File: config.mk
export PLATFORM = sky130hd
export DESIGN_NAME = ocmp_channel
export DESIGN_NICKNAME = d
export VERILOG_FILES = /design/src/rtl/ocmp_pkg.sv /design/src/rtl/ocmp_bus_if.sv /design/src/rtl/ocmp_counter.sv /design/src/rtl/ocmp_compare.sv /design/src/rtl/ocmp_outbit.sv /design/src/rtl/ocmp_channel.sv
export SDC_FILE = /design/constraint.sdc
export NUM_CORES = 1
export LEC_CHECK = 0
export BUFFER_PORTS_ARGS = -buffer_cell sky130_fd_sc_hd__buf_2
export CAP_MARGIN = 20
export CORE_MARGIN = 2
export CORE_UTILIZATION = 55
export DETAILED_ROUTE_END_ITERATION = 10
export PLACE_DENSITY = 0.74
export SLEW_MARGIN = 20
export SYNTH_ARGS = -nofsm -noshare
export SYNTH_HDL_FRONTEND = slang
export SYNTH_SLANG_ARGS = --single-unit
File: constraint.sdc
create_clock -name clk -period 2.5 [get_ports clk]
set_input_delay 0.25 -clock clk [delete_from_list [all_inputs] [get_ports clk]]
set_output_delay 0.25 -clock clk [all_outputs]
set_load 0.03 [all_outputs]
File: src/rtl/ocmp_pkg.sv
// Package: shared types, address map and the output action function for the
// output-compare channel. Assumes an 8-bit bus and a two-byte counter.
package ocmp_pkg;

    localparam int ADDR_W = 3;

    localparam logic [ADDR_W-1:0] A_CNT_LO = 3'd0;
    localparam logic [ADDR_W-1:0] A_CNT_HI = 3'd1;
    localparam logic [ADDR_W-1:0] A_CMP_LO = 3'd2;
    localparam logic [ADDR_W-1:0] A_CMP_HI = 3'd3;
    localparam logic [ADDR_W-1:0] A_CTRL   = 3'd4;
    localparam logic [ADDR_W-1:0] A_STAT   = 3'd5;

    localparam int CTRL_FORCE_BIT = 7;

    typedef enum logic [1:0] {
        OC_HOLD   = 2'b00,
        OC_TOGGLE = 2'b01,
        OC_CLEAR  = 2'b10,
        OC_SET    = 2'b11
    } oc_mode_e;

    // Next output bit value for a given action mode and current value.
    function automatic logic oc_next(input oc_mode_e m, input logic cur);
        logic r;
        case (m)
            OC_TOGGLE: r = ~cur;
            OC_CLEAR:  r = 1'b0;
            OC_SET:    r = 1'b1;
            default:   r = cur;
        endcase
        return r;
    endfunction

endpackage

File: src/rtl/ocmp_bus_if.sv
// Module: register write decoder. Owns the shared high-byte latch, the mode
// register and the single-cycle strobes for counter load, compare commit,
// force and flag clear. Assumes one write per cycle at most.
module ocmp_bus_if
    import ocmp_pkg::*;
#(
    parameter int BUS_W = 8
) (
    input  logic                clk,
    input  logic                rst_n,
    input  logic                bus_we,
    input  logic [ADDR_W-1:0]   bus_addr,
    input  logic [BUS_W-1:0]    bus_wdata,
    output logic [2*BUS_W-1:0]  wide_data,
    output logic                cnt_load,
    output logic                cmp_commit,
    output logic                force_req,
    output oc_mode_e            force_mode,
    output logic                flag_clr,
    output oc_mode_e            mode
);

    logic [BUS_W-1:0] hi_latch;
    logic             wr_ctrl;

    // Merged 16-bit value from latch and current low byte.
    assign wide_data  = {hi_latch, bus_wdata};

    // Decoded strobes, valid only in the write cycle.
    assign cnt_load   = bus_we && (bus_addr == A_CNT_LO);
    assign cmp_commit = bus_we && (bus_addr == A_CMP_LO);
    assign wr_ctrl    = bus_we && (bus_addr == A_CTRL);
    assign force_req  = wr_ctrl && bus_wdata[CTRL_FORCE_BIT];
    assign force_mode = oc_mode_e'(bus_wdata[1:0]);
    assign flag_clr   = bus_we && (bus_addr == A_STAT) && bus_wdata[0];

    // Shared high-byte latch, loaded by either high-byte address.
    always_ff @(posedge clk) begin
        if (!rst_n) begin
            hi_latch <= '0;
        end else if (bus_we && (bus_addr == A_CNT_HI || bus_addr == A_CMP_HI)) begin
            hi_latch <= bus_wdata;
        end
    end

    // Mode register, takes effect on the cycle after the write.
    always_ff @(posedge clk) begin
        if (!rst_n) begin
            mode <= OC_HOLD;
        end else if (wr_ctrl) begin
            mode <= force_mode;
        end
    end

endmodule

File: src/rtl/ocmp_counter.sv
// Module: free-running up-counter with software load and a one-tick match
// block armed by every load. Assumes load takes priority over the tick.
module ocmp_counter #(
    parameter int CNT_W = 16
) (
    input  logic             clk,
    input  logic             rst_n,
    input  logic             tick_en,
    input  logic             cnt_load,
    input  logic [CNT_W-1:0] load_val,
    output logic [CNT_W-1:0] cnt,
    output logic             wrap,
    output logic             blk
);

    localparam logic [CNT_W-1:0] CNT_MAX = {CNT_W{1'b1}};

    // Wrap event: a tick taken at the top value with no competing load.
    assign wrap = tick_en && !cnt_load && (cnt == CNT_MAX);

    // Counter: load first, otherwise advance on tick.
    always_ff @(posedge clk) begin
        if (!rst_n) begin
            cnt <= '0;
        end else if (cnt_load) begin
            cnt <= load_val;
        end else if (tick_en) begin
            cnt <= cnt + 1'b1;
        end
    end

    // Block flag: armed by a load, consumed by the next ticked cycle.
    always_ff @(posedge clk) begin
        if (!rst_n) begin
            blk <= 1'b0;
        end else if (cnt_load) begin
            blk <= 1'b1;
        end else if (tick_en) begin
            blk <= 1'b0;
        end
    end

endmodule

File: src/rtl/ocmp_compare.sv
// Module: compare storage (buffer and active value), match detection and the
// sticky match flag. Assumes dbuf_en is held steady by software while used.
module ocmp_compare #(
    parameter int CNT_W = 16
) (
    input  logic             clk,
    input  logic             rst_n,
    input  logic             dbuf_en,
    input  logic             tick_en,
    input  logic             commit,
    input  logic [CNT_W-1:0] wdata,
    input  logic [CNT_W-1:0] cnt,
    input  logic             wrap,
    input  logic             blk,
    input  logic             flag_clr,
    output logic [CNT_W-1:0] cmp_buf,
    output logic [CNT_W-1:0] cmp_act,
    output logic             match_hit,
    output logic             flag
);

    // Match qualified by tick and by the post-load block.
    assign match_hit = tick_en && !blk && (cnt == cmp_act);

    // Buffer register, written only in double-buffer mode.
    always_ff @(posedge clk) begin
        if (!rst_n) begin
            cmp_buf <= '0;
        end else if (commit && dbuf_en) begin
            cmp_buf <= wdata;
        end
    end

    // Active compare value: direct write or reload at counter wrap.
    always_ff @(posedge clk) begin
        if (!rst_n) begin
            cmp_act <= '0;
        end else if (commit && !dbuf_en) begin
            cmp_act <= wdata;
        end else if (dbuf_en && wrap) begin
            cmp_act <= cmp_buf;
        end
    end

    // Sticky flag: set by a match, cleared by a write of one; set wins.
    always_ff @(posedge clk) begin
        if (!rst_n) begin
            flag <= 1'b0;
        end else if (match_hit) begin
            flag <= 1'b1;
        end else if (flag_clr) begin
            flag <= 1'b0;
        end
    end

endmodule

File: src/rtl/ocmp_outbit.sv
// Module: output bit register. Applies the mode action on a match or on a
// force strobe; a force uses the mode carried by its own write.
module ocmp_outbit
    import ocmp_pkg::*;
(
    input  logic     clk,
    input  logic     rst_n,
    input  logic     match_hit,
    input  logic     force_req,
    input  oc_mode_e force_mode,
    input  oc_mode_e mode,
    output logic     oc
);

    oc_mode_e act_mode;

    // Mode source for this cycle's action.
    assign act_mode = force_req ? force_mode : mode;

    // Output bit update on match or force, otherwise held.
    always_ff @(posedge clk) begin
        if (!rst_n) begin
            oc <= 1'b0;
        end else if (match_hit || force_req) begin
            oc <= oc_next(act_mode, oc);
        end
    end

endmodule

File: src/rtl/ocmp_channel.sv
// Module: top of the output-compare channel. Wires the bus decoder, counter,
// compare unit and output bit, and builds the read-back mux and pin pair.
// Assumes reads have no side effects and are combinational from bus_addr.
module ocmp_channel
    import ocmp_pkg::*;
#(
    parameter int BUS_W = 8
) (
    input  logic              clk,
    input  logic              rst_n,
    input  logic              tick_en,
    input  logic              dbuf_en,
    input  logic              bus_we,
    input  logic [ADDR_W-1:0] bus_addr,
    input  logic [BUS_W-1:0]  bus_wdata,
    output logic [BUS_W-1:0]  bus_rdata,
    output logic              pin_oe,
    output logic              pin_val
);

    localparam int CNT_W = 2 * BUS_W;

    logic [CNT_W-1:0] wide_data;
    logic             cnt_load;
    logic             cmp_commit;
    logic             force_req;
    oc_mode_e         force_mode;
    logic             flag_clr;
    oc_mode_e         mode;
    logic [CNT_W-1:0] cnt;
    logic             wrap;
    logic             blk;
    logic [CNT_W-1:0] cmp_buf;
    logic [CNT_W-1:0] cmp_act;
    logic [CNT_W-1:0] cmp_view;
    logic             match_hit;
    logic             flag;
    logic             oc;

    ocmp_bus_if #(.BUS_W(BUS_W)) u_bus (
        .clk        (clk),
        .rst_n      (rst_n),
        .bus_we     (bus_we),
        .bus_addr   (bus_addr),
        .bus_wdata  (bus_wdata),
        .wide_data  (wide_data),
        .cnt_load   (cnt_load),
        .cmp_commit (cmp_commit),
        .force_req  (force_req),
        .force_mode (force_mode),
        .flag_clr   (flag_clr),
        .mode       (mode)
    );

    ocmp_counter #(.CNT_W(CNT_W)) u_cnt (
        .clk      (clk),
        .rst_n    (rst_n),
        .tick_en  (tick_en),
        .cnt_load (cnt_load),
        .load_val (wide_data),
        .cnt      (cnt),
        .wrap     (wrap),
        .blk      (blk)
    );

    ocmp_compare #(.CNT_W(CNT_W)) u_cmp (
        .clk       (clk),
        .rst_n     (rst_n),
        .dbuf_en   (dbuf_en),
        .tick_en   (tick_en),
        .commit    (cmp_commit),
        .wdata     (wide_data),
        .cnt       (cnt),
        .wrap      (wrap),
        .blk       (blk),
        .flag_clr  (flag_clr),
        .cmp_buf   (cmp_buf),
        .cmp_act   (cmp_act),
        .match_hit (match_hit),
        .flag      (flag)
    );

    ocmp_outbit u_oc (
        .clk        (clk),
        .rst_n      (rst_n),
        .match_hit  (match_hit),
        .force_req  (force_req),
        .force_mode (force_mode),
        .mode       (mode),
        .oc         (oc)
    );

    // Software sees the register it writes: buffer or active value.
    assign cmp_view = dbuf_en ? cmp_buf : cmp_act;

    // Read-back mux by byte address.
    always_comb begin
        case (bus_addr)
            A_CNT_LO: bus_rdata = cnt[BUS_W-1:0];
            A_CNT_HI: bus_rdata = cnt[CNT_W-1:BUS_W];
            A_CMP_LO: bus_rdata = cmp_view[BUS_W-1:0];
            A_CMP_HI: bus_rdata = cmp_view[CNT_W-1:BUS_W];
            A_CTRL:   bus_rdata = {{(BUS_W-2){1'b0}}, mode};
            A_STAT:   bus_rdata = {{(BUS_W-2){1'b0}}, oc, flag};
            default:  bus_rdata = '0;
        endcase
    end

    // Pin pair for the mux: output bit owns the pin when mode is nonzero.
    assign pin_oe  = (mode != OC_HOLD);
    assign pin_val = oc;

endmodule

Word level (Yosys, flattened, before mapping) --
Index checks and enable logic that the tools add are counted.
Storage, ports and cells: bits in registers 61, input port bits 16
Operators by class: add/subtract/negate cells 1, equality and inequality tests 10, mux-type cells 12, bitwise gates (word level) 1, reductions and logical operators 26
Operators with widths (number):
- 16-bit two-way mux | 5
- 8-bit one-hot mux with 6 select lines | 1
- 16-bit by 1-bit adder with 16-bit output, second input constant | 1
- 16-bit equality test | 1
- 16-bit equality test, second input constant | 1
- 1-bit logical AND | 14
- 2-bit nonzero test | 4
- 3-bit by 2-bit equality test with 1-bit output, second input constant | 2
- 3-bit equality test, second input constant | 2
- 2-bit equality test, second input constant | 2
- 1-bit two-way mux | 4
- 3-bit by 1-bit equality test with 1-bit output, second input constant | 1
- 1-bit logical NOT | 3
- 3-bit logical NOT | 1
- 1-bit one-hot mux with 3 select lines | 1
- 3-bit nonzero test | 1
- 2-bit by 1-bit equality test with 1-bit output, second input constant | 1
- 1-bit logical OR | 2
- 2-bit two-way mux | 1
- 2-bit AND reduction | 1
- 1-bit NOT | 1

Longest topological paths before layout --
Gate-level depths: netlist of the first run.
word-level depth 8, gate-level depth with buffers 9, depth with buffers taken out 6

Hierarchy --
From an unflattened synthesis of the first run, not the netlist that was laid out.
Unflattened totals: cells, all modules 405, area, all modules 3677.3 µm²
By module, submodules not included:
- ocmp_compare | times used 1, cells each 175, area each 1635.3 µm²
- ocmp_counter | times used 1, cells each 105, area each 950.9 µm²
- ocmp_bus_if | times used 1, cells each 60, area each 524.3 µm²
- ocmp_channel | times used 1, cells each 57, area each 488.0 µm²
- ocmp_outbit | times used 1, cells each 8, area each 78.8 µm²

Least setup slack after synthesis of the first run --
OpenSTA, ideal clock, no wires.
path kind register -> register, start point reg u_cnt.cnt[0], end point reg u_cmp.cmp_act[10], setup time 137 ps, data arrival time 1904 ps, data required time 2363 ps, slack 459 ps, cell stages (with the launch flop) 10, path buffers 3, cell sequence dfxtp_1 > ha_1 > nand2_1 > or4_1 > buf_2 > or3_1 > buf_6 > buf_8 > nand2_1 > a31oi_1
On the way: word-level cells in the longest chain between the ends 4
RTL lines:
- start: declaration | line ocmp_counter.sv:11 | output logic [CNT_W-1:0] cnt,
- start signal: assignment | line ocmp_counter.sv:26 | cnt <= load_val;
- start signal: assignment | line ocmp_counter.sv:28 | cnt <= cnt + 1'b1;
- 16-bit equality test | line ocmp_counter.sv:19 | assign wrap = tick_en && !cnt_load && (cnt == CNT_MAX);
- 1-bit logical AND | line ocmp_counter.sv:19
- 1-bit logical AND | line ocmp_compare.sv:40 | end else if (dbuf_en && wrap) begin
- 2-bit nonzero test (no line)
- end signal: assignment | line ocmp_compare.sv:39 | cmp_act <= wdata;
- end signal: assignment | line ocmp_compare.sv:41 | cmp_act <= cmp_buf;
- end: declaration | line ocmp_compare.sv:17 | output logic [CNT_W-1:0] cmp_act,
Every way passes these cells. A chain may end at the register's enable or synchronous reset.

Worst setup path after layout of the first run --
start point reg u_cnt.cnt[7], end point reg u_cmp.cmp_act[3]
Same word-level chain as after synthesis.

==> results.rst, run 1 <==
.. list-table::
   :header-rows: 1

   * - Metric
     - Value
   * - Slew at the pin closest to its max-slew limit
     - 0.897 ns
   * - Endpoint of the most critical register-to-register path
     - u_cmp.cmp_act[3]
   * - Final instance area
     - 0.00369 mm2
   * - Max-Cap Viols
     - 0
   * - Setup repair after global routing missed its margin
     - no
   * - Skew-Pair Late Insertion Delay
     - 0.34 ns
   * - DR pass1 iterations
     - 5
   * - Synthesized net count
     - 441
   * - Unique cell type count in the Yosys netlist
     - 44
   * - Static Leak
     - 1.40 nW
   * - Aggregate global routing overflow
     - 0
   * - Sum of negative setup slack
     - 0 ns
   * - Vias
     - 3131
   * - RD Place Congestion
     - 0.901
   * - Synth Instances
     - 424
   * - Buffers from clock root to sink, at most
     - 2
   * - Fraction of post-synthesis cell area in the top cell type by area
     - 36.8%
   * - Run status
     - finished, final reports clean
   * - Routed Antenna Nets
     - 0
   * - Net count reported at finish
     - 453
   * - First-pass GRT wire length
     - 14.4 mm
   * - Final worst clock skew
     - 0.00919 ns
   * - Critical Path Max Stage Delay
     - 0.67 ns
   * - Reg area
     - 0.00122 mm2
   * - Final setup violating endpoints
     - 0
   * - Core Box Area
     - 0.00589 mm2
   * - # rows
     - 28
   * - Dominant cells by area after synthesis
     - sky130_fd_sc_hd__dfxtp_1 37%, sky130_fd_sc_hd__mux2i_1 9.0%, sky130_fd_sc_hd__nand2_1 6.2%
   * - Endpoint arrival time on the critical path
     - 2.54 ns
   * - Syn_area_per_cell
     - 7.83 um2
   * - Die boundary width
     - 81.7 um
   * - Cell with the largest stage delay on the worst path
     - sky130_fd_sc_hd__or4_1
   * - Minimum setup slack among reg-to-reg paths
     - 0.15 ns
   * - Cell taking the most area after synthesis
     - sky130_fd_sc_hd__dfxtp_1
   * - Iteration-0 DRC count of the detailed router
     - 211
   * - Total count of max-transition violations in the final report
     - 0
   * - Worst hold path depth
     - 3
   * - Global Route Usage Sum
     - 28.6%
   * - Total chip power
     - 0.00226 W
   * - Antenna diode count
     - 0
   * - IO buf count
     - 25
   * - Maximum fanout encountered on the critical timing path
     - 16
   * - Max_slew headroom
     - 40.2%
   * - Critical-path cell list
     - nand4_1 -> or4_1 -> or3_1 -> nand2_1 -> a31oi_1
   * - Vias per std cell
     - 6.07
   * - Tmin final
     - 2.35 ns
   * - WHS Endpoint
     - u_cmp.cmp_buf[2]
   * - Cell count along the critical path
     - 5
   * - Cell area after placement
     - 0.00348 mm2
   * - Die Y
     - 81.7 um
   * - Type of origin of the critical path
     - flip-flop
   * - Share of final-layout standard cells stronger than drive strength 1
     - 14.1%
   * - Power density over the cells
     - 612 mW/mm2
   * - Async set or reset register ratio after synthesis
     - 0%
   * - Number of levels in the clock H-tree
     - 3
   * - Startpoint of the most critical register-to-register path
     - u_cnt.cnt[7]
   * - Most frequent cells in the layout
     - 61 x sky130_fd_sc_hd__dfxtp_1, 55 x sky130_fd_sc_hd__nand2_1, 54 x sky130_fd_sc_hd__nor2_1, 37 x sky130_fd_sc_hd__a21oi_1, 30 x sky130_fd_sc_hd__mux2i_1
   * - Mapped cell area
     - 0.00332 mm2
   * - # Post-CTS Setup Buffers
     - 0
   * - Number of I/O pins
     - 26
   * - Number of global-route vias before repair
     - 2820
   * - Number of hold buffers added after cts
     - 0
   * - Number of buffers created by CTS
     - 9
   * - Wire length reported by the detailed router
     - 9.01 mm
   * - Pin count of the biggest net entering global routing
     - 37
   * - WL per Instance
     - 17.5 um
   * - Number of gates resized after CTS
     - 0
   * - Total DRC errors in the routed layout
     - 0
   * - Number of antenna violations at the first check in global routing
     - 0
   * - Number of endpoints with negative hold slack in the final report
     - 0
   * - Endpoint type of the worst setup path
     - flip-flop
   * - Startpoint of the most critical hold path
     - bus_wdata[2]
   * - Synth warnings
     - 0
   * - Sequential element share of the synthesized area
     - 36.8%
   * - Start-to-end type of the worst setup path
     - reg -> reg
   * - Achievable frequency
     - 0.425 GHz
   * - Max IR drop VDD
     - 0.374 mV
   * - Share of the core filled with cells
     - 62.7%
   * - Crit path required time
     - 2.68 ns
   * - Detailed Place HPWL
     - 6.07 mm
   * - Multi-input gate area
     - 0.00192 mm2
   * - Library cell used as clock root buffer
     - sky130_fd_sc_hd__clkbuf_8
   * - Synth-to-Final Area Change
     - 11.2%
   * - Clock transition at the registers of the reported paths
     - 0.07 ns
   * - CTS sink count
     - 61
   * - Top flip-flop cell by instance count after synthesis
     - sky130_fd_sc_hd__dfxtp_1
   * - Synth Register Bits
     - 61
   * - Clock tree from TritonCTS
     - built
   * - Post-route clock period utilization
     - 94.2%
   * - Buf+Inv Stages, Crit Path
     - 0
   * - Filler cells
     - 510
   * - Cell type group with the largest total delay on the critical path
     - simple AND/OR/NAND/NOR gates
   * - Hold crit path type
     - in -> reg
   * - Starting utilization of the core area
     - 56.4%
   * - Post-synth EDFFs
     - 0
   * - Depth of the worst register-to-register path
     - 5
   * - Most common cell after layout, fill and taps aside
     - sky130_fd_sc_hd__dfxtp_1
   * - Overall die area
     - 0.00667 mm2
-- synthesized netlist by cell type, drive strengths merged, types with 3 or more instances --
cell    count
a21oi      37
inv         4
buf         7
a211oi     17
xor2        9
nand4       9
nand3      19
nor3        3
o21ai      21
dfxtp      61
nand2b      4
clkbuf     31
xnor2      22
mux2i      30
a31oi      14
nand2      56
nor2       54
-- through the flow --
step / hold slack (ns) / cells / worst slack [ns]
after floorplan: 0.394 / 424 / 0.459
after global placement: 0.448 / 500 / 0.241
after detailed placement: 0.460 / 500 / 0.173
after CTS: 0.189 / 516 / 0.139
after global routing: 0.211 / 516 / 0.0104
final: 0.193 / 516 / 0.146
-- flip-flops by register name, summed over array words and instances (netlist names) --
signal	flops
u_oc.oc	1
u_bus.hi_latch	8
u_cnt.blk	1
u_cmp.cmp_buf	16
u_cmp.cmp_act	16
u_cnt.cnt	16
u_bus.mode	2
u_cmp.flag	1
-- worst reg2reg max path, stage by stage (launching register included) --
cell,delay [ns]
sky130_fd_sc_hd__dfxtp_1,0.43
sky130_fd_sc_hd__nand4_1,0.17
sky130_fd_sc_hd__or4_1,0.67
sky130_fd_sc_hd__or3_1,0.65
sky130_fd_sc_hd__nand2_1,0.19
sky130_fd_sc_hd__a31oi_1,0.09
-- how the worst max path moves through the flow --
stage	startpoint	end	slack [ns]
detailed placement	u_cnt.cnt[7]	u_cmp.cmp_act[0]	0.17
global placement	u_cnt.cnt[7]	u_cmp.cmp_act[0]	0.24
CTS	u_cnt.cnt[7]	u_cmp.cmp_act[3]	0.14
global route	u_cnt.cnt[7]	u_cmp.cmp_act[3]	0.01
floorplan	u_cnt.cnt[0]	u_cmp.cmp_act[10]	0.46
finish	u_cnt.cnt[7]	u_cmp.cmp_act[3]	0.15
-- metal layers --
layer / track usage (%) / up-vias / part of all wire [%]
li1: - / 1507 / -
met1: 36.5 / 1467 / 45
met2: 45.2 / 127 / 46
met3: 5.93 / 30 / 5.7
met4: 15.5 / 0 / 3.5
met5: 0 / - / 0
-- cell type report --
cell class | instances | share of cell area, %
Clock buffer | 10 | 3.46
Tap cell | 75 | 2.54
Clock inverter | 6 | 2.37
Inverter | 4 | 0.407
Sequential cell | 61 | 33.1
Multi-Input combinational cell | 321 | 51.9
Timing Repair Buffer | 39 | 6.24
-- logic make-up (layout without fill, tap and decap cells) --
| kind of cell | count (synthesis) | after routing | synth area share [%] |
|---|---|---|---|
| buffers and inverters | 42 | 59 | 5.47 |
| AOI/OAI and AO/OA | 97 | 97 | 17.3 |
| xor gates and xnor gates | 31 | 31 | 8.18 |
| muxes | 32 | 32 | 9.72 |
| and+or+nand+nor | 160 | 160 | 22.2 |
| adders and majority gates | 1 | 1 | 0.377 |
| DFF | 61 | 61 | 36.8 |
-- where the power goes --
part / switching (W) / total (W) / internal, W
clock network: 0.000408 / 0.000967 / 0.000559
logic: 0.000167 / 0.000267 / 0.0000998
registers: 0.0000264 / 0.00102 / 0.000998
total: 0.000601 / 0.00226 / 0.00166
No activity file was read; power rests on OpenSTA's default activity.
==> run 2, diff against run 1 <==
- CORE_UTILIZATION: 55 -> 60
- PLACE_DENSITY: 0.74 -> 0.8
==> results.rst, run 2 (synthesis gave the netlist of run 1 again) <==
.. list-table::
   :header-rows: 1

   * - Metric
     - Value
   * - Endpoint type of the worst setup path
     - flip-flop
   * - Pin count of the biggest net entering global routing
     - 34
   * - Library cell used as clock root buffer
     - sky130_fd_sc_hd__clkbuf_8
   * - Buffers from clock root to sink, at most
     - 2
   * - DR pass1 iterations
     - 5
   * - Post-route clock period utilization
     - 91.0%
   * - Endpoint of the most critical register-to-register path
     - u_cmp.cmp_act[13]
   * - Most common cell after layout, fill and taps aside
     - sky130_fd_sc_hd__dfxtp_1
   * - Uppermost metal layer occupied by signal nets
     - met4
   * - Hold crit path type
     - in -> reg
   * - Maximum fanout encountered on the critical timing path
     - 9
   * - Setup repair after global routing missed its margin
     - no
   * - Share of the core filled with cells
     - 68.1%
   * - Number of hold buffers added after cts
     - 0
   * - Minimum setup slack among reg-to-reg paths
     - 0.23 ns
   * - Net count reported at finish
     - 455
   * - Crit path required time
     - 2.77 ns
   * - Power density over the cells
     - 585 mW/mm2
   * - Startpoint of the most critical hold path
     - bus_wdata[4]
   * - Number of global-route vias before repair
     - 2895
   * - Wire length reported by the detailed router
     - 8.89 mm
   * - Sum of negative setup slack
     - 0 ns
   * - Synth-to-Final Area Change
     - 11.6%
   * - Final instance area
     - 0.00370 mm2
   * - Startpoint of the most critical register-to-register path
     - u_cnt.cnt[0]
   * - Multi-input gate area
     - 0.00192 mm2
   * - Regs by FF count
     - u_cmp.cmp_act (16), u_cmp.cmp_buf (16), u_cnt.cnt (16)
   * - Clock transition at the registers of the reported paths
     - 0.07 ns
   * - Overall die area
     - 0.00614 mm2
   * - Start-to-end type of the worst setup path
     - reg -> reg
   * - Hold_ws
     - 0.198 ns
   * - Number of endpoints with negative hold slack in the final report
     - 0
   * - Endpoint arrival time on the critical path
     - 2.54 ns
   * - Detailed-routed wire length on met2
     - 4.02 mm
   * - WHS Endpoint
     - u_bus.hi_latch[4]
   * - Worst hold path depth
     - 3
   * - Depth of the worst register-to-register path
     - 7
   * - Core Box Area
     - 0.00544 mm2
   * - IO buf count
     - 25
   * - Vias
     - 3148
   * - RD Place Congestion
     - 0.918
   * - Slew at the pin closest to its max-slew limit
     - 0.928 ns
   * - Reg area
     - 0.00122 mm2
   * - Wl on met1
     - 3.88 mm
   * - Iteration-0 DRC count of the detailed router
     - 405
   * - Number of antenna violations at the first check in global routing
     - 0
   * - First-pass GRT wire length
     - 14.5 mm
   * - Number of levels in the clock H-tree
     - 3
   * - Max IR drop VDD
     - 0.382 mV
   * - Final setup violating endpoints
     - 0
   * - Clock tree from TritonCTS
     - built
   * - # Post-CTS Setup Buffers
     - 0
   * - Detailed Place HPWL
     - 6.12 mm
   * - Static Leak
     - 1.42 nW
   * - Cell area after placement
     - 0.00350 mm2
   * - Max-Cap Viols
     - 0
   * - Achievable frequency
     - 0.440 GHz
   * - Detailed-routed wire length on met3
     - 732 um
   * - Antenna diode count
     - 0
   * - Share of final-layout standard cells stronger than drive strength 1
     - 14.7%
   * - Total DRC errors in the routed layout
     - 0
   * - # rows
     - 27
   * - CTS sink count
     - 61
   * - Die Y
     - 78.4 um
   * - Routed Antenna Nets
     - 0
   * - Most frequent cells in the layout
     - 61 x sky130_fd_sc_hd__dfxtp_1, 55 x sky130_fd_sc_hd__nand2_1, 54 x sky130_fd_sc_hd__nor2_1, 37 x sky130_fd_sc_hd__a21oi_1, 30 x sky130_fd_sc_hd__mux2i_1
   * - Max_slew headroom
     - 38.2%
   * - Final worst clock skew
     - 0.0110 ns
   * - Skew-Pair Late Insertion Delay
     - 0.34 ns
   * - Starting utilization of the core area
     - 61.0%
   * - Vias per std cell
     - 6.12
   * - Global Route Usage Sum
     - 30.8%
   * - Number of I/O pins
     - 26
   * - Filler cells
     - 452
   * - Total count of max-transition violations in the final report
     - 0
   * - Run status
     - finished, final reports clean
   * - Tmin final
     - 2.27 ns
   * - Aggregate global routing overflow
     - 0
   * - WL per Instance
     - 17.3 um
   * - Die boundary width
     - 78.4 um
   * - Number of buffers created by CTS
     - 9
   * - Type of origin of the critical path
     - flip-flop
run 2: area by class of cell:
| class | count | area share (%) |
|---|---|---|
| multi-input combinational | 321 | 51.9 |
| tap | 72 | 2.43 |
| timing repair buffer | 41 | 6.96 |
| clock inverter | 4 | 1.28 |
| clock buffer | 11 | 4.09 |
| sequential | 61 | 33.0 |
| inverter | 4 | 0.405 |
run 2: power by group:
part | total, W | switching (W) | internal, W
Clock | 0.000874 | 0.000369 | 0.000505
Combinational | 0.000263 | 0.000163 | 0.000100
Sequential | 0.00103 | 0.0000305 | 0.000999
Total | 0.00217 | 0.000562 | 0.00160
run 2: worst max-delay path: stages, from the launching register on:
cell,delay (ns)
sky130_fd_sc_hd__dfxtp_1,0.44
sky130_fd_sc_hd__ha_1,0.21
sky130_fd_sc_hd__nand2_1,0.09
sky130_fd_sc_hd__or4_1,0.55
sky130_fd_sc_hd__nor3_4,0.45
sky130_fd_sc_hd__buf_4,0.24
sky130_fd_sc_hd__nand2_1,0.05
sky130_fd_sc_hd__a31oi_1,0.17
run 2: per-layer routing:
layer | track usage (%) | up-vias
met3 | 6.67 | 25
met4 | 15.4 | 0
met2 | 47.2 | 154
li1 | - | 1504
met5 | 0 | -
met1 | 41.2 | 1465
run 2: stage by stage:
step	std cells	power, W	worst slack, ns
after global placement	499	0.00130	0.207
after floorplan	424	0.00122	0.459
after CTS	514	0.00218	0.127
after detailed placement	499	0.00131	0.139
after global routing	514	0.00225	0.0786
final	514	0.00217	0.226
run 2: worst max path at each step:
stage | startpoint | endpoint | slack (ns) | depth (start not counted)
final | u_cnt.cnt[0] | u_cmp.cmp_act[13] | 0.23 | 7
after global routing | u_cnt.cnt[0] | u_cmp.cmp_act[8] | 0.08 | 7
after CTS | u_cnt.cnt[0] | u_cmp.cmp_act[7] | 0.13 | 6
after detailed placement | u_cnt.cnt[0] | u_cmp.cmp_act[7] | 0.14 | 6
after global placement | u_cnt.cnt[0] | u_cmp.cmp_act[0] | 0.21 | 6
after floorplan | u_cnt.cnt[0] | u_cmp.cmp_act[10] | 0.46 | 9
run 2: repair_timing:
| item | 4_1_cts | 5_1_grt |
|---|---|---|
| endpoints found under the hold margin | 0 | 0 |
| endpoints found under the setup margin | 0 | 13 |
| gates resized for setup | 0 | 1 |
==> run 3, diff against run 2 <==
- CORE_ASPECT_RATIO: unset -> 0.75
==> results.rst, run 3 (synthesis gave the netlist of run 1 again) <==
.. list-table::
   :header-rows: 1

   * - Metric
     - Value
   * - Wl on met1
     - 4.07 mm
   * - First-pass GRT wire length
     - 14.2 mm
   * - Number of antenna violations at the first check in global routing
     - 0
   * - Clock transition at the registers of the reported paths
     - 0.07 ns
   * - Routed Antenna Nets
     - 0
   * - Tmin final
     - 2.34 ns
   * - Most common cell after layout, fill and taps aside
     - sky130_fd_sc_hd__dfxtp_1
   * - Hold crit path type
     - in -> reg
   * - Buffers from clock root to sink, at most
     - 2
   * - Skew-Pair Late Insertion Delay
     - 0.36 ns
   * - Die boundary width
     - 89.9 um
   * - Number of hold buffers added after cts
     - 0
   * - Synth-to-Final Area Change
     - 10.4%
   * - Power density over the cells
     - 596 mW/mm2
   * - Max_slew headroom
     - 35.2%
   * - Final setup violating endpoints
     - 0
   * - Overall die area
     - 0.00615 mm2
   * - Start-to-end type of the worst setup path
     - reg -> reg
   * - Setup repair after global routing missed its margin
     - no
   * - Final worst clock skew
     - 0.00739 ns
   * - Endpoint arrival time on the critical path
     - 2.63 ns
   * - WL per Instance
     - 16.7 um
   * - Number of I/O pins
     - 26
   * - Post-route clock period utilization
     - 93.8%
   * - Total count of max-transition violations in the final report
     - 0
   * - DR pass1 iterations
     - 5
   * - Wire length reported by the detailed router
     - 8.60 mm
   * - # Post-CTS Setup Buffers
     - 0
   * - Hold_ws
     - 0.175 ns
   * - Share of the core filled with cells
     - 68.5%
   * - Depth of the worst register-to-register path
     - 6
   * - Regs by FF count
     - u_cmp.cmp_act (16), u_cmp.cmp_buf (16), u_cnt.cnt (16)
   * - Achievable frequency
     - 0.427 GHz
   * - Number of levels in the clock H-tree
     - 3
   * - Detailed Place HPWL
     - 5.85 mm
   * - Origin of the worst setup path
     - u_cnt.cnt[6]
   * - # rows
     - 23
   * - Smallest setup slack after layout
     - 0.156 ns
   * - Static Leak
     - 1.38 nW
   * - Share of final-layout standard cells stronger than drive strength 1
     - 14.1%
   * - Last element of the critical path
     - u_cmp.cmp_act[6]
   * - Critical-path cell list
     - nand4_1 -> or4_1 -> nor3_4 -> buf_4 -> nand2_1 -> a31oi_1
   * - Type of origin of the critical path
     - flip-flop
   * - Number of buffers created by CTS
     - 9
   * - Uppermost metal layer occupied by signal nets
     - met4
   * - Crit path required time
     - 2.79 ns
   * - Clock tree from TritonCTS
     - built
   * - Minimum setup slack among reg-to-reg paths
     - 0.16 ns
   * - Slew at the pin closest to its max-slew limit
     - 0.972 ns
   * - CTS sink count
     - 61
   * - Global Route Usage Sum
     - 30.3%
   * - Max IR drop VDD
     - 0.413 mV
   * - Critical Path Max Stage Delay
     - 0.66 ns
   * - Vias per std cell
     - 5.96
   * - Vias
     - 3066
   * - Net count reported at finish
     - 451
   * - Detailed-routed wire length on met2
     - 3.71 mm
   * - Antenna diode count
     - 0
   * - Cell with the largest stage delay on the worst path
     - sky130_fd_sc_hd__or4_1
   * - Iteration-0 DRC count of the detailed router
     - 222
   * - Number of endpoints with negative hold slack in the final report
     - 0
   * - Endpoint of the most critical register-to-register path
     - u_cmp.cmp_act[6]
   * - Number of global-route vias before repair
     - 2794
   * - Run status
     - finished, final reports clean
   * - Most frequent cells in the layout
     - 61 x sky130_fd_sc_hd__dfxtp_1, 55 x sky130_fd_sc_hd__nand2_1, 54 x sky130_fd_sc_hd__nor2_1, 37 x sky130_fd_sc_hd__a21oi_1, 30 x sky130_fd_sc_hd__mux2i_1
   * - Max-Cap Viols
     - 0
   * - Detailed-routed wire length on met3
     - 690 um
   * - Endpoint type of the worst setup path
     - flip-flop
   * - Core Box Area
     - 0.00535 mm2
   * - IO buf count
     - 25
   * - Pin count of the biggest net entering global routing
     - 41
   * - Maximum fanout encountered on the critical timing path
     - 13
   * - Total DRC errors in the routed layout
     - 0
   * - Dpl ws
     - 0.120 ns
   * - Aggregate global routing overflow
     - 0
   * - Die Y
     - 68.4 um
   * - Startpoint of the most critical register-to-register path
     - u_cnt.cnt[6]
   * - Starting utilization of the core area
     - 62.0%
   * - Library cell used as clock root buffer
     - sky130_fd_sc_hd__clkbuf_8
   * - Sum of negative setup slack
     - 0 ns
   * - RD Place Congestion
     - 0.901
   * - Total chip power
     - 0.00219 W
==> run 3: per-stage QoR <==
stage | instance area [um2] | instances
2_1_floorplan | 3320 | 424
3_3_place_gp | 3460 | 498
4_1_cts | 3660 | 514
5_1_grt | 3670 | 514
3_5_place_dp | 3460 | 498
6_report | 3670 | 514
==> run 3: layout make-up <==
| type | count | area (um2) |
|---|---|---|
| timing repair buffer | 37 | 215 |
| clock buffer | 9 | 124 |
| clock inverter | 7 | 75.1 |
| inverter | 4 | 15.0 |
| multi-input combinational | 321 | 1920 |
| tap | 75 | 93.8 |
| fill | 487 | 1690 |
| sequential | 61 | 1220 |
==> run 3: layer usage <==
layer,up-vias,global-route usage (%)
met2,110,47.9
met1,1439,40.8
met3,18,9.03
met5,-,0
li1,1499,-
met4,0,8.65
==> run 3: how the worst min path moves through the flow <==
stage | start | to | slack, ns | depth (start not counted)
after floorplan | bus_wdata[1] | u_bus.hi_latch[1] | 0.39 | 2
after global placement | u_cmp.flag | u_cmp.flag | 0.45 | 2
after detailed placement | u_cmp.flag | u_cmp.flag | 0.46 | 2
after CTS | bus_wdata[5] | u_cmp.cmp_buf[5] | 0.17 | 3
after global routing | bus_wdata[3] | u_cmp.cmp_buf[3] | 0.19 | 3
final | bus_wdata[6] | u_cmp.cmp_buf[6] | 0.17 | 3
==> run 3: where the power goes <==
group	internal, W	switching (W)
Clock	0.000462	0.000437
Sequential	0.000998	0.0000271
Combinational	0.0000993	0.000162
==> run 3: critical path, delay by kind of cell, from the launching register on <==
family,cells,cell delay (ns)
AOI/OAI and AO/OA,1,0.17
and+or+nand+nor,4,1.40
DFF,1,0.45
buffers and inverters,1,0.24
==> run 3: timing repair <==
item / in CTS / in global routing
resized for setup: 0 / 1
hold endpoints to repair: 0 / 0
setup endpoints to repair: 0 / 6
